**src/rtl/lsa_pkg.sv**
```systemverilog
package lsa_pkg;
  localparam int XLEN = 32;

  typedef enum logic [1:0] {
    SZ_BYTE = 2'b00,
    SZ_HALF = 2'b01,
    SZ_WORD = 2'b10,
    SZ_BAD  = 2'b11
  } acc_size_e;
endpackage

```
**src/rtl/lsa_decode.sv**
```systemverilog
module lsa_decode
  import lsa_pkg::*;
#(
  parameter int AW = 2
) (
  input  logic [2:0]    funct3,
  input  logic [AW-1:0] addr,
  output acc_size_e     size,
  output logic          zext,
  output logic          misalign
);
  assign size = acc_size_e'(funct3[1:0]);
  assign zext = funct3[2];

  // natural alignment: the offset must be a multiple of the access width
  always_comb begin
    unique case (size)
      SZ_BYTE: misalign = 1'b0;
      SZ_HALF: misalign = addr[0];
      SZ_WORD: misalign = (addr[1:0] != 2'b00);
      default: misalign = 1'b1;
    endcase
  end
endmodule

```
**src/rtl/lsa_store_lanes.sv**
```systemverilog
module lsa_store_lanes
  import lsa_pkg::*;
#(
  parameter int DW = 32,
  localparam int NB = DW / 8,
  localparam int AW = $clog2(NB)
) (
  input  acc_size_e       size,
  input  logic [AW-1:0]   addr,
  input  logic [XLEN-1:0] wdata,
  output logic [DW-1:0]   lanes,
  output logic [NB-1:0]   strb
);
  logic [DW-1:0] rep_b, rep_h, rep_w;

  // copy the source into every lane group it may land in
  for (genvar g = 0; g < NB; g++) begin : g_byte
    assign rep_b[8*g +: 8] = wdata[7:0];
  end
  for (genvar g = 0; g < NB/2; g++) begin : g_half
    assign rep_h[16*g +: 16] = wdata[15:0];
  end
  for (genvar g = 0; g < NB/4; g++) begin : g_word
    assign rep_w[32*g +: 32] = wdata;
  end

  logic [AW-1:0] half_base, word_base;
  assign half_base = addr & ~AW'(1);
  assign word_base = addr & ~AW'(3);

  always_comb begin
    unique case (size)
      SZ_BYTE: begin strb = NB'(1)  << addr;      lanes = rep_b; end
      SZ_HALF: begin strb = NB'(3)  << half_base; lanes = rep_h; end
      SZ_WORD: begin strb = NB'(15) << word_base; lanes = rep_w; end
      default: begin strb = '0;                   lanes = '0;    end
    endcase
  end
endmodule

```
**src/rtl/lsa_load_extract.sv**
```systemverilog
module lsa_load_extract
  import lsa_pkg::*;
#(
  parameter int DW = 32,
  localparam int NB = DW / 8,
  localparam int AW = $clog2(NB)
) (
  input  logic [DW-1:0]   bus_word,
  input  logic [AW-1:0]   addr,
  input  acc_size_e       size,
  input  logic            zext,
  output logic [XLEN-1:0] result
);
  logic [AW+2:0] sh_b, sh_h, sh_w;
  logic [7:0]    pick_b;
  logic [15:0]   pick_h;
  logic [31:0]   pick_w;
  logic          fill_b, fill_h;

  assign sh_b = {addr, 3'b000};
  assign sh_h = {addr & ~AW'(1), 3'b000};
  assign sh_w = {addr & ~AW'(3), 3'b000};

  assign pick_b = 8'(bus_word >> sh_b);
  assign pick_h = 16'(bus_word >> sh_h);
  assign pick_w = 32'(bus_word >> sh_w);

  // extension bit: top bit for signed codes, zero otherwise
  assign fill_b = ~zext & pick_b[7];
  assign fill_h = ~zext & pick_h[15];

  always_comb begin
    unique case (size)
      SZ_BYTE: result = {{(XLEN-8){fill_b}}, pick_b};
      SZ_HALF: result = {{(XLEN-16){fill_h}}, pick_h};
      SZ_WORD: result = pick_w;
      default: result = '0;
    endcase
  end
endmodule

```
**src/rtl/lsa_aligner.sv**
```systemverilog
module lsa_aligner
  import lsa_pkg::*;
#(
  parameter int DW = 32,
  localparam int NB = DW / 8,
  localparam int AW = $clog2(NB)
) (
  input  logic            clk,
  input  logic            rst,
  input  logic            req_valid,
  input  logic            req_store,
  input  logic [2:0]      req_funct3,
  input  logic [AW-1:0]   req_addr,
  input  logic [XLEN-1:0] req_wdata,
  input  logic [DW-1:0]   bus_rdata,
  output logic            out_valid,
  output logic [NB-1:0]   out_wstrb,
  output logic [DW-1:0]   out_wdata,
  output logic [XLEN-1:0] out_rdata,
  output logic            out_misalign
);
  acc_size_e       size;
  logic            zext, mis;
  logic [DW-1:0]   st_lanes;
  logic [NB-1:0]   st_strb;
  logic [XLEN-1:0] ld_val;

  lsa_decode #(.AW(AW)) i_decode (
    .funct3(req_funct3), .addr(req_addr),
    .size(size), .zext(zext), .misalign(mis)
  );

  lsa_store_lanes #(.DW(DW)) i_store (
    .size(size), .addr(req_addr), .wdata(req_wdata),
    .lanes(st_lanes), .strb(st_strb)
  );

  lsa_load_extract #(.DW(DW)) i_load (
    .bus_word(bus_rdata), .addr(req_addr), .size(size),
    .zext(zext), .result(ld_val)
  );

  logic do_st, do_ld;
  assign do_st = req_valid & req_store & ~mis;
  assign do_ld = req_valid & ~req_store & ~mis;

  always_ff @(posedge clk) begin
    if (rst) begin
      out_valid    <= 1'b0;
      out_wstrb    <= '0;
      out_wdata    <= '0;
      out_rdata    <= '0;
      out_misalign <= 1'b0;
    end else begin
      out_valid    <= req_valid;
      out_misalign <= req_valid & mis;
      out_wstrb    <= do_st ? st_strb  : '0;
      out_wdata    <= do_st ? st_lanes : '0;
      out_rdata    <= do_ld ? ld_val   : '0;
    end
  end

  // ---------------- assertions ----------------
  p_latency_r2: assert property (@(posedge clk) disable iff (rst)
    !$past(rst) |-> (out_valid == $past(req_valid)));

  p_misalign_quiet_r9: assert property (@(posedge clk) disable iff (rst)
    out_misalign |-> (out_wstrb == '0 && out_rdata == '0 && out_wdata == '0));

  p_strobe_shape_r4: assert property (@(posedge clk) disable iff (rst)
    (out_wstrb != '0) |->
      ($countones(out_wstrb) == 1 || $countones(out_wstrb) == 2 ||
       $countones(out_wstrb) == 4));

  p_load_no_strobe_r10: assert property (@(posedge clk) disable iff (rst)
    (!$past(rst) && $past(req_valid && !req_store)) |-> (out_wstrb == '0));

  p_idle_quiet_r10: assert property (@(posedge clk) disable iff (rst)
    !out_valid |-> (out_wstrb == '0 && !out_misalign && out_rdata == '0));
endmodule

```
**config.mk**
```make
export PLATFORM = sky130hd
export DESIGN_NAME = lsa_aligner
export DESIGN_NICKNAME = d
export VERILOG_FILES = /design/src/rtl/lsa_pkg.sv /design/src/rtl/lsa_decode.sv /design/src/rtl/lsa_store_lanes.sv /design/src/rtl/lsa_load_extract.sv /design/src/rtl/lsa_aligner.sv
export SDC_FILE = /design/constraint.sdc
export NUM_CORES = 1
export LEC_CHECK = 0
export ABC_AREA = 1
export BUFFER_PORTS_ARGS = -buffer_cell sky130_fd_sc_hd__buf_2
export CAP_MARGIN = 5
export CORE_MARGIN = 8
export CORE_UTILIZATION = 45
export DETAILED_ROUTE_END_ITERATION = 10
export PLACE_DENSITY = 0.77
export SLEW_MARGIN = 10
export SYNTH_ARGS = -nofsm -noshare
export SYNTH_HDL_FRONTEND = slang
export SYNTH_SLANG_ARGS = --single-unit
```
**constraint.sdc**
```tcl
create_clock -name clk -period 2.45 [get_ports clk]
set_input_delay 0.245 -clock clk [delete_from_list [all_inputs] [get_ports clk]]
set_output_delay 0.245 -clock clk [all_outputs]
set_load 0.02 [all_outputs]
```
---- Yosys cells after proc, flatten, opt, wreduce, memory -nomap -nowiden ----
Index checks and enable logic that the tools add are counted.
word-level totals
  flip-flop bits (word level) ............. 70
  bits of input ports ..................... 73
  output and inout bits ................... 70
  word-level logic and storage cells ...... 31
cells by class
  eq/ne operators ......................... 2
  shift operators ......................... 4
  multiplexer cells ....................... 4
  bitwise gates (word level) .............. 12
  reduce and logical (&&, ||, !) cells .... 4
operator list
  cell                                                                   number
  32-bit one-hot mux with 3 select lines                                 2
  32-bit by 5-bit >> shifter with 16-bit output                          1
  32-bit by 5-bit >> shifter with 8-bit output                           1
  4-bit one-hot mux with 3 select lines                                  1
  1-bit bitwise AND                                                      7
  1-bit NOT                                                              5
  2-bit OR reduction                                                     2
  1-bit by 2-bit left shift with 4-bit output, first input constant      1
  2-bit by 2-bit left shift with 4-bit output, first input constant      1
  1-bit one-hot mux with 3 select lines                                  1
  2-bit by 1-bit equality test with 1-bit output, second input constant  1
  2-bit equality test, second input constant                             1
  2-bit logical NOT                                                      1
  2-bit nonzero test                                                     1

---- Depth between registers and ports, before layout ----
  word-level depth ........................ 6
  gate-level depth with buffers ........... 10
  depth with buffers taken out ............ 7

---- By module ----
A second synthesis with hierarchy kept.
unflattened totals
  cell total of the unflattened synthesis .. 534
  area total of the unflattened synthesis .. 3445.8 sq um
by module, submodules not included
  module            times used  cells each  area each (sq um)  seq. area each (sq um)
  lsa_aligner       1           221         2035.7             1401.3
  lsa_load_extract  1           202         893.4              0.0
  lsa_store_lanes   1           105         480.5              0.0
  lsa_decode        1           6           36.3               0.0

---- Worst setup path before layout ----
Ideal clock, no wire load.
  kind .................................... input port to flip-flop
  start ................................... input port req_addr[0]
  end ..................................... register out_rdata[15]
  setup time .............................. 0.070 ns
  arrival time ............................ 1.069 ns
  required time ........................... 2.380 ns
  slack ................................... 1.311 ns
  stages .................................. 10
  path buffers ............................ 3
  cell sequence ........................... buf_6 > inv_2 > buf_6 > nand2_1 > nand2_1 > nand2_1 > nand2_2 > nand3_4 > buf_6 > a21oi_1
between the ends
  cells in the longest elaborated chain, start to end .. 6
  elaborated cells between the ends (all ways) .. 9
  those cells by class .................... shift: 1; mux: 2; bitwise: 4; reduce/logical: 2
RTL lines
  element                                                                                               line               source
  start: declaration                                                                                    lsa_aligner.sv:13  input logic [AW-1:0] req_addr,
  parallel branches: the longest is 6 deep, another holds 32-bit by 5-bit >> shifter with 8-bit output  n/a
  end signal: assignment                                                                                lsa_aligner.sv:59  out_rdata <= do_ld ? ld_val : '0;
  end: declaration                                                                                      lsa_aligner.sv:19  output logic [XLEN-1:0] out_rdata,
Parallel ways; which one is timed is not known.
A chain may end at the register's enable or synchronous reset.

---- Final worst setup path ----
  start ................................... input port req_funct3[1]
  end ..................................... register out_wdata[13]
between the ends
  cells in the longest elaborated chain, start to end .. 6
  elaborated cells between the ends (all ways) .. 9
  those cells by class .................... eq/ne: 2; mux: 2; bitwise: 3; reduce/logical: 2
RTL lines
  element                                      line                                     source
  start: declaration                           lsa_aligner.sv:12                        input logic [2:0] req_funct3,
  2-bit equality test (tied with other cells)  lsa_decode.sv:17, lsa_store_lanes.sv:32
  1-bit one-hot mux with 3 select lines        lsa_decode.sv:17                         unique case (size)
  1-bit NOT                                    lsa_aligner.sv:44                        assign do_st = req_valid & req_store & ~mis;
  1-bit bitwise AND                            lsa_aligner.sv:44
  1-bit NOT (no source line)                   n/a
  2-bit OR reduction (no source line)          n/a
  end signal: assignment                       lsa_aligner.sv:58                        out_wdata <= do_st ? st_lanes : '0;
  end: declaration                             lsa_aligner.sv:18                        output logic [DW-1:0] out_wdata,
Several ways; a longest one is shown, not always the timed one.

==> Flow_metrics.wiki <==
{| class="wikitable"
! Metric !! Value
|-
| Antenna violations before repair || 0
|-
| Number of gates given a new drive strength after cts || 0
|-
| Total number of clock tree sinks || 70
|-
| Leading register cell type out of synthesis || sky130_fd_sc_hd__dfxtp_1
|-
| Final net count || 662
|-
| Number of iterations in the first detailed-routing pass || 4
|-
| Sequential cell area fraction in the yosys report || 0.4427
|-
| Number of global-route vias before repair || between 3000 and 4000
|-
| Portion of synthesized cell area occupied by the leading cell type || 0.4427
|-
| Combinational cell fraction of total power || 0.139
|-
| Least-Margin Pin Slew || 0.6744 ns
|-
| Root buffer cell || sky130_fd_sc_hd__clkbuf_8
|-
| Crit path arrival time || 1.74 ns
|-
| Unrepaired setup endpoints after global routing || false
|-
| Layout area overhead || 28.22%
|-
| Effective utilization at floorplan || 0.4659
|-
| Total routed wire length on the met1 layer || about 4200 um
|-
| Leading cell type by number of instances after synthesis || sky130_fd_sc_hd__nand2_1
|-
| Class of the most critical hold timing path || input pin to register
|-
| Remaining global-route overflow || 0
|-
| Buffering stage count on the worst path with inverters included || 2
|-
| CTS Buf Count || 9
|-
| Critical Path Source Type || input pin
|-
| Sequential power share || 0.461
|-
| Most area-consuming cells after synthesis || sky130_fd_sc_hd__dfxtp_1, sky130_fd_sc_hd__nand2_1, sky130_fd_sc_hd__a21oi_1
|-
| Net switching fraction of the power || 0.2654
|-
| Average vias per placed instance || 4.864
|-
| Relative max-transition margin || 0.5499
|-
| Wire length per cell after detailed routing || 14.61 um
|-
| Die W || 99.87 um
|-
| DRT iter0 DRCs || approximately 160
|-
| Final Hold Violating Endpoints || 0
|-
| Clock tree from TritonCTS || built
|-
| Num rows || 30
|-
| Worst vdd rail ir drop || 295.4 uV
|-
| Int Pwr || 0.001842 W
|-
| Drt total wl || 10070 um
|-
| Synth cell count leaders || sky130_fd_sc_hd__nand2_1, sky130_fd_sc_hd__dfxtp_1, sky130_fd_sc_hd__a21oi_1, sky130_fd_sc_hd__nor2_1, sky130_fd_sc_hd__inv_1
|-
| N_diodes || 0
|-
| Data required time at the worst endpoint || around 2.7 ns
|-
| Setup Viol. Count Final || 0
|-
| P per Cell Area || 617.9 nW/um^2
|-
| HPWL reported at the end of detailed placement || 7434 um
|-
| Crit path max fanout || 36
|-
| Synthesized area || 3166 sq um
|-
| Post-synth net total || 534
|-
| Ports placed on the boundary || 143
|-
| Tcrit/Tclk final || 0.6045
|-
| Via count of the routed design || 3351
|-
| Number of max-slew violations in the final report || 0
|-
| CP cell instances || buf_2, nor2_2, inv_2, a21oi_2, nand3_2, nor2_1
|-
| Clock input transition at the sequential cells of the worst setup and hold paths || 0.07 ns
|-
| Share of power burned in the clock network || 0.400
|-
| Post-DP Area || 3847 sq um
|-
| Number of buffers added to fix hold violations after cts || 0
|-
| Met3 routed wirelength || 1062 um
|-
| Count of input and output buffers || between 100 and 150
|-
| Met2 routed wirelength || roughly 4700 um
|-
| Peak per-stage delay on the critical path || 0.55 ns
|-
| Aggregate negative setup slack || 0 ns
|-
| Weighted congestion at the end of routability-driven global placement || 0.8814
|-
| DRC violations left || 0
|-
| Core ar. || 6794 sq um
|-
| Warnings, synthesis || 0
|-
| Highest clock frequency the design can meet || 675.3 MHz
|-
| Number of nets still failing antenna checks after routing || 0
|-
| Combined global-route utilization of all metal layers || 0.1983
|-
| Post-route cell area || between 4000 and 5000 sq um
|-
| Cell family with the largest share of critical-path delay || simple AND/OR/NAND/NOR gates
|-
| Synthesized instance count || ~460
|-
| Start-to-end type of the worst setup path || input pin to register
|-
| Buffers from clock root to sink, at most || 2
|-
| Kind of end point of the critical path || register
|-
| Post-Syn Area per Cell || 6.867 sq um
|-
| Global-route wire length before repair || 15860 um
|-
| Count of H-tree levels built during CTS || 3
|-
| Top Layer Used || met4
|-
| Number of enable flip-flop cells after synthesis || 0
|-
| Async set-reset flop share out of synthesis || 0
|-
| Cell with the largest stage delay on the worst path || sky130_fd_sc_hd__nand3_2
|-
| Pin count of the biggest net entering global routing || 41
|-
| Final critical delay including setup and external delays || 1.481 ns
|-
| Net switching power of the design || 0.0006656 W
|-
| Cell accounting for the most synthesized area || sky130_fd_sc_hd__dfxtp_1
|-
| Buffers inserted by post-CTS timing repair || 0
|-
| Number of max-cap violations || 0
|-
| Die span in y || 99.87 um
|-
| Proportion of layout cells with a drive suffix above 1 || 0.2951
|-
| Flip-flop and latch count after synthesis || 70
|-
| Count of cell types in the netlist || 25
|-
| Run status || finished, final reports clean
|-
| Leakage dissipation || around 2.2 nW
|-
| Floorplan die area || 9974 sq um
|}
==> cell families after synthesis <==
group,Yosys count,synth area share
simple gates,198,0.2518
compound gates,107,0.1783
buf+inv,85,0.1221
flops,70,0.4427
xor+xnor,1,0.005140
==> cell usage in the layout (no fill, tap or decap) <==
cell / n
sky130_fd_sc_hd__a21oi_1: 56
sky130_fd_sc_hd__a21oi_2: 1
sky130_fd_sc_hd__a22oi_1: 9
sky130_fd_sc_hd__a31oi_1: 2
sky130_fd_sc_hd__buf_2: 142
sky130_fd_sc_hd__buf_4: 3
sky130_fd_sc_hd__bufinv_16: 2
sky130_fd_sc_hd__clkbuf_8: 9
sky130_fd_sc_hd__clkinv_2: 3
sky130_fd_sc_hd__clkinv_4: 2
sky130_fd_sc_hd__dfxtp_1: 70
sky130_fd_sc_hd__inv_1: 51
sky130_fd_sc_hd__inv_2: 5
sky130_fd_sc_hd__nand2_1: 133
sky130_fd_sc_hd__nand2_2: 1
sky130_fd_sc_hd__nand2_4: 1
sky130_fd_sc_hd__nand3_2: 1
sky130_fd_sc_hd__nand3_4: 2
sky130_fd_sc_hd__nor2_1: 54
sky130_fd_sc_hd__nor2_2: 1
sky130_fd_sc_hd__nor3_1: 4
sky130_fd_sc_hd__o21ai_0: 34
sky130_fd_sc_hd__o21ai_1: 5
sky130_fd_sc_hd__or2_2: 1
sky130_fd_sc_hd__xor2_2: 1
==> through the flow <==
stage	power (W)	hold slack [ns]	instances	util	setup WS [ns]
4_1_cts	0.002533	0.1275	689	0.5974	0.9661
3_5_place_dp	0.001531	0.4950	674	0.5663	0.6032
6_report	0.002508	0.1473	689	0.5974	0.9691
3_3_place_gp	0.001527	0.4883	674	0.5663	0.7117
2_1_floorplan	0.001404	0.3897	461	-	1.311
5_1_grt	0.002617	0.1357	689	0.5974	0.7810
==> area by class of cell <==
| class | count | area (sq um) |
|---|---|---|
| clock buffers | 9 | 123.9 |
| clock inverters | 6 | 87.58 |
| fillers | 671 | 2735 |
| inverters | 57 | 215.2 |
| multi-input cells | 306 | 1378 |
| flip-flops and latches | 70 | 1401 |
| well taps | 96 | 120.1 |
| repair buffers | 145 | 733.2 |
==> final timing paths <==
check                 cells past startpoint                       end          start
worst min-delay path                      3  out_wdata[30]$_SDFF_PP0_  req_wdata[30]
worst max-delay path                      6  out_wdata[13]$_SDFF_PP0_  req_funct3[1]
==> tightest hold or removal path: stages <==
cell,delay (ns)
sky130_fd_sc_hd__buf_2,0.08
sky130_fd_sc_hd__a21oi_1,0.05
sky130_fd_sc_hd__nor2_1,0.08
==> power groups by stage <==
stage / clock network [W] / registers (W) / logic, W
6_report: 0.00100 / 0.00116 / 0.000348
5_1_grt: 0.00107 / 0.00116 / 0.000391
4_1_cts: 0.00103 / 0.00116 / 0.000349
3_5_place_dp: 0 / 0.00118 / 0.000348
3_3_place_gp: 0 / 0.00118 / 0.000344
2_1_floorplan: 0 / 0.00120 / 0.000201
==> registers in the layout (all words and copies together), names as in the netlist <==
signal        count
out_wstrb         4
out_misalign      1
out_valid         1
out_wdata        32
out_rdata        32
==> layer usage <==
metal / vias to the layer above / track usage
met3: 14 / 0.08097
met5: - / 0
met1: 1509 / 0.2170
met4: 0 / 0.07451
met2: 141 / 0.3350
li1: 1687 / -
Note: power is estimated with default switching activity, not from simulation.
